**config.mk**
```make
export PLATFORM = sky130hd
export DESIGN_NAME = ocmp_channel
export DESIGN_NICKNAME = d
export VERILOG_FILES = /design/src/rtl/ocmp_channel.sv
export SDC_FILE = /design/constraint.sdc
export NUM_CORES = 1
export LEC_CHECK = 0
export ABC_CLOCK_PERIOD_IN_PS = 2650
export BUFFER_PORTS_ARGS = -buffer_cell sky130_fd_sc_hd__buf_2
export CAP_MARGIN = 15
export CORE_MARGIN = 1.5
export CORE_UTILIZATION = 58
export DETAILED_ROUTE_END_ITERATION = 6
export PLACE_DENSITY = 0.9
export SLEW_MARGIN = 5
export SYNTH_ARGS = -nofsm -noshare
export SYNTH_HDL_FRONTEND = slang
export SYNTH_SLANG_ARGS = --single-unit
```
**constraint.sdc**
```tcl
create_clock -name clk -period 2.65 [get_ports clk]
set_clock_uncertainty 0.05 [all_clocks]
set_input_delay 0.1325 -clock clk [delete_from_list [all_inputs] [get_ports clk]]
set_output_delay 0.1325 -clock clk [all_outputs]
set_load 0.1 [all_outputs]
```
**src/rtl/ocmp_channel.sv**
```systemverilog
module ocmp_channel #(
  parameter int BW = 8
) (
  input  logic          clk,
  input  logic          rst_n,
  input  logic [2*BW-1:0] cnt_val,
  input  logic          at_top,
  input  logic          at_bottom,
  input  logic          buf_mode,
  input  logic [1:0]    upd_sel,
  input  logic          bus_wr,
  input  logic [1:0]    bus_addr,
  input  logic [BW-1:0] bus_wdata,
  output logic [BW-1:0] bus_rdata,
  input  logic          irq_ack,
  output logic          irq_flag,
  output logic          cmp_hit
);
  localparam int CW = 2 * BW;

  logic [BW-1:0] stage_q;
  logic [CW-1:0] hold_q;
  logic [CW-1:0] cmp_q;
  logic          flag_q;

  logic wr_lo, wr_hi, wr_flag, xfer, clr;
  logic [CW-1:0] new_word, view;

  assign wr_lo    = bus_wr && (bus_addr == 2'd0);
  assign wr_hi    = bus_wr && (bus_addr == 2'd1);
  assign wr_flag  = bus_wr && (bus_addr == 2'd2);
  assign new_word = {stage_q, bus_wdata};
  assign xfer     = buf_mode && ((at_top && upd_sel[0]) || (at_bottom && upd_sel[1]));
  assign clr      = irq_ack || (wr_flag && bus_wdata[0]);
  assign view     = buf_mode ? hold_q : cmp_q;
  assign cmp_hit  = (cnt_val == cmp_q);
  assign irq_flag = flag_q;

  always_ff @(posedge clk) begin
    if (!rst_n) stage_q <= '0;
    else if (wr_hi) stage_q <= bus_wdata;
  end

  always_ff @(posedge clk) begin
    if (!rst_n) hold_q <= '0;
    else if (wr_lo && buf_mode) hold_q <= new_word;
  end

  always_ff @(posedge clk) begin
    if (!rst_n) cmp_q <= '0;
    else if (wr_lo && !buf_mode) cmp_q <= new_word;
    else if (xfer) cmp_q <= hold_q;
  end

  always_ff @(posedge clk) begin
    if (!rst_n) flag_q <= 1'b0;
    else if (cmp_hit) flag_q <= 1'b1;
    else if (clr) flag_q <= 1'b0;
  end

  always_comb begin
    case (bus_addr)
      2'd0:    bus_rdata = view[BW-1:0];
      2'd1:    bus_rdata = view[CW-1:BW];
      2'd2:    bus_rdata = {{(BW-1){1'b0}}, flag_q};
      default: bus_rdata = '0;
    endcase
  end

  a_r2_hi_write_hidden: assert property (@(posedge clk) disable iff (!rst_n)
    (wr_hi && !xfer) |=> ($stable(cmp_q) && $stable(hold_q)));

  a_r3_direct_load: assert property (@(posedge clk) disable iff (!rst_n)
    (wr_lo && !buf_mode) |=> (cmp_q == $past(new_word)));

  a_r4_buffered_hold: assert property (@(posedge clk) disable iff (!rst_n)
    (buf_mode && !xfer) |=> $stable(cmp_q));

  a_r8_flag_sticky: assert property (@(posedge clk) disable iff (!rst_n)
    (flag_q && !clr) |=> flag_q);

  a_r10_set_wins: assert property (@(posedge clk) disable iff (!rst_n)
    cmp_hit |=> flag_q);

  a_r11_xfer_old_value: assert property (@(posedge clk) disable iff (!rst_n)
    (xfer && wr_lo) |=> (cmp_q == $past(hold_q)));
endmodule

```
==> impl_metrics.json <==
{
  "seqPwrFrac": 0.539,
  "swShare": 0.2632,
  "rsz0062_at_grt": "false",
  "required_ps": 2470,
  "pwr-share-clk": 0.332,
  "drc": 0,
  "seq_area_frac_synth": 0.3772,
  "p_sw_w": 0.0003134,
  "crit_type": "reg2out",
  "cts_tree": "built",
  "synth_cells": 236,
  "p_per_area_nw_per_um2": 489.8,
  "grt_max_degree": 42,
  "initial_core_util": 0.5988,
  "tightest_slew_ps": 896.6,
  "r2r_slack_ps": 1380,
  "total_power_w": 0.001191,
  "dpl_worst_slack_ps": 815.4,
  "cts_buffers": 5,
  "leakagePower_nw": 0.9116,
  "diodes": 0,
  "portBuffers": 44,
  "slowest_delay_ps": 470,
  "cts_max_level": 2,
  "grt_pass1_vias": 1673,
  "max_slew_margin": 0.4023,
  "rr_worst_depth": 4,
  "critical_path.max_fanout": 3,
  "min_path_cells": 3,
  "power_frac_comb": 0.129,
  "fin_setup_tns_ps": 0,
  "yosysUniqueCellTypes": 34,
  "setup_viol": 0,
  "drt-vias-per-instance": 5.843,
  "finalWeightedCongestion": 0.8452,
  "core-area_um2": 3633,
  "arrival_ps": 1780,
  "final_cell_mix": "nand2_1, buf_2, dfxtp_1, xnor2_1, nor2b_1",
  "fmax_mhz": 509.4,
  "dp_hpwl_um": 3251,
  "period_needed_ps": 1963,
  "grt_pass1_wl_um": 7631,
  "dr.pass1.iters": 4,
  "crit_family": "simple AND/OR/NAND/NOR gates",
  "nets": 305,
  "grt_usage": 0.2364,
  "crit_chain": "xnor2_1, nand4_1, nor4_4, buf_2",
  "worst-path-buf-inv": 1,
  "drive_above_1_share": 0.2841,
  "peakVddDrop_mv": 0.3151,
  "post-cts-setup-buffers": 0,
  "final_common_cell": "nand2_1",
  "vias": 1864,
  "p_int_w": 0.0008773,
  "clk-insertion-delay-late_ps": 300,
  "drv_cap": 0,
  "synth_nets": 271,
  "holdPathEnd": "hold_q[3]",
  "worst_setup_path_end_kind": "primary output",
  "die_w_um": 64.25,
  "timing.rr.end": "irq_flag",
  "ctsHoldBuffers": 0,
  "clk_path_buf_depth": 2,
  "cts-root-buf": "clkbuf_8",
  "area_growth_syn_to_layout_pct": 11.73,
  "syn_area_per_cell_um2": 9.220,
  "drt_wl_total_um": 4706,
  "status": "completed",
  "final_util": 0.6691,
  "ios": 45,
  "worstReg2RegStart": "cmp_q[3]",
  "yosys_warnings": 0,
  "wl_per_cell_um": 14.75,
  "dieArea_um2": 4128,
  "fin_ws_ps": 687.0,
  "cp_slowest_cell": "buf_2",
  "antenna_found_initial": 0,
  "synth_seq_cells": 41,
  "gr-total-overflow": 0,
  "hold_violations": 0,
  "crit_cells": 4,
  "clk_transition_reported_paths_ps": 80,
  "hp-class": "in2reg",
  "hp-start": "bus_wdata[3]",
  "cp-start-kind": "register",
  "synth_area_um2": 2176,
  "drtIter0Drc": 159,
  "finalMaxSlewViolations": 0,
  "fin_crit_sh": 0.7407,
  "rows": 22,
  "die_y_um": 64.25,
  "ant_nets": 0,
  "numClockSinks": 41,
  "cts.repair.resized": 0
}
## power by group through the flow
stage | sequential [W] | combinational [W] | clock, W
floorplan | 0.000652 | 0.000110 | 0
global placement | 0.000656 | 0.000148 | 0
detailed placement | 0.000656 | 0.000152 | 0
CTS | 0.000641 | 0.000152 | 0.000402
global route | 0.000643 | 0.000164 | 0.000432
finish | 0.000642 | 0.000153 | 0.000396
## cell type report
| cell class | count | area (um2) |
|---|---|---|
| multi-input cells | 178 | 1244 |
| clock buffers | 5 | 68.82 |
| fillers | 284 | 1202 |
| well taps | 48 | 60.06 |
| clock inverters | 3 | 17.52 |
| flip-flops and latches | 41 | 820.8 |
| repair buffers | 44 | 220.2 |
## kinds of logic (layout without fill, tap and decap cells)
family	Yosys count	count (layout)	synth area share
xor+xnor	16	16	0.06440
buf+inv	17	52	0.05520
compound gates	52	52	0.1742
simple gates	93	93	0.2105
flops	41	41	0.3772
mux	17	17	0.1185
## worst register-to-register path, delay by kind of cell (launching register included)
family           cells  cell delay, ps
AO/OA/AOI/OAI        1             160
XOR/XNOR             1             140
flip-flops           1             390
AND/OR/NAND/NOR      2             480
## synth_stat cells (all sizes together)
library cell   n  area share
and2b          1      0.0040
o21ai         13       0.030
a22oi          4       0.014
buf           12       0.047
and4b          1      0.0046
nor2b         15       0.043
dfxtp         41        0.38
mux4           7       0.072
nor3b          2      0.0092
mux2i         10       0.046
clkbuf         5      0.0086
a31oi         12       0.035
nand2b         1      0.0029
nand3b         1      0.0035
nand3          4      0.0092
and2           2      0.0069
a22o           1      0.0040
nand4          4       0.011
nand2         59        0.11
a21oi          1      0.0023
nor2           2      0.0035
xnor2         16       0.064
nor4           1      0.0057
a21boi        20       0.086
o21a           1      0.0035
## metrics by stage
| step | std cells | hold slack, ps | instance area (um2) |
|---|---|---|---|
| detailed placement | 311 | 361.3 | 2345 |
| CTS | 319 | 49.66 | 2431 |
| global route | 319 | 44.46 | 2431 |
| floorplan | 236 | 217.3 | 2185 |
| finish | 319 | 56.27 | 2431 |
| global placement | 311 | 349.7 | 2345 |
## flip-flops by register name (all words and copies together), names as in the netlist
register and cells:
hold_q 16, irq_flag 1, cmp_q 16, stage_q 8
## worst max path at each step
| stage | startpoint | end | slack, ps |
|---|---|---|---|
| after global routing | cmp_q[5] | cmp_hit | 580 |
| final | cmp_q[3] | cmp_hit | 690 |
| after floorplan | irq_flag | bus_rdata[0] | 3 |
| after detailed placement | bus_addr[0] | cmp_q[2] | 820 |
| after CTS | cmp_q[1] | cmp_hit | 680 |
| after global placement | bus_addr[0] | cmp_q[12] | 970 |
## routing by layer
| metal | GRT usage | wire, um | up-vias | share of wire |
|---|---|---|---|---|
| met1 | 0.3135 | 2080 | 864 | 0.44 |
| li1 | - | - | 888 | - |
| met5 | 0 | 0 | - | 0 |
| met2 | 0.3776 | 2181 | 97 | 0.46 |
| met4 | 0.1144 | 104 | 0 | 0.022 |
| met3 | 0.03521 | 339 | 15 | 0.072 |
Power figures use the tool's default switching activity.
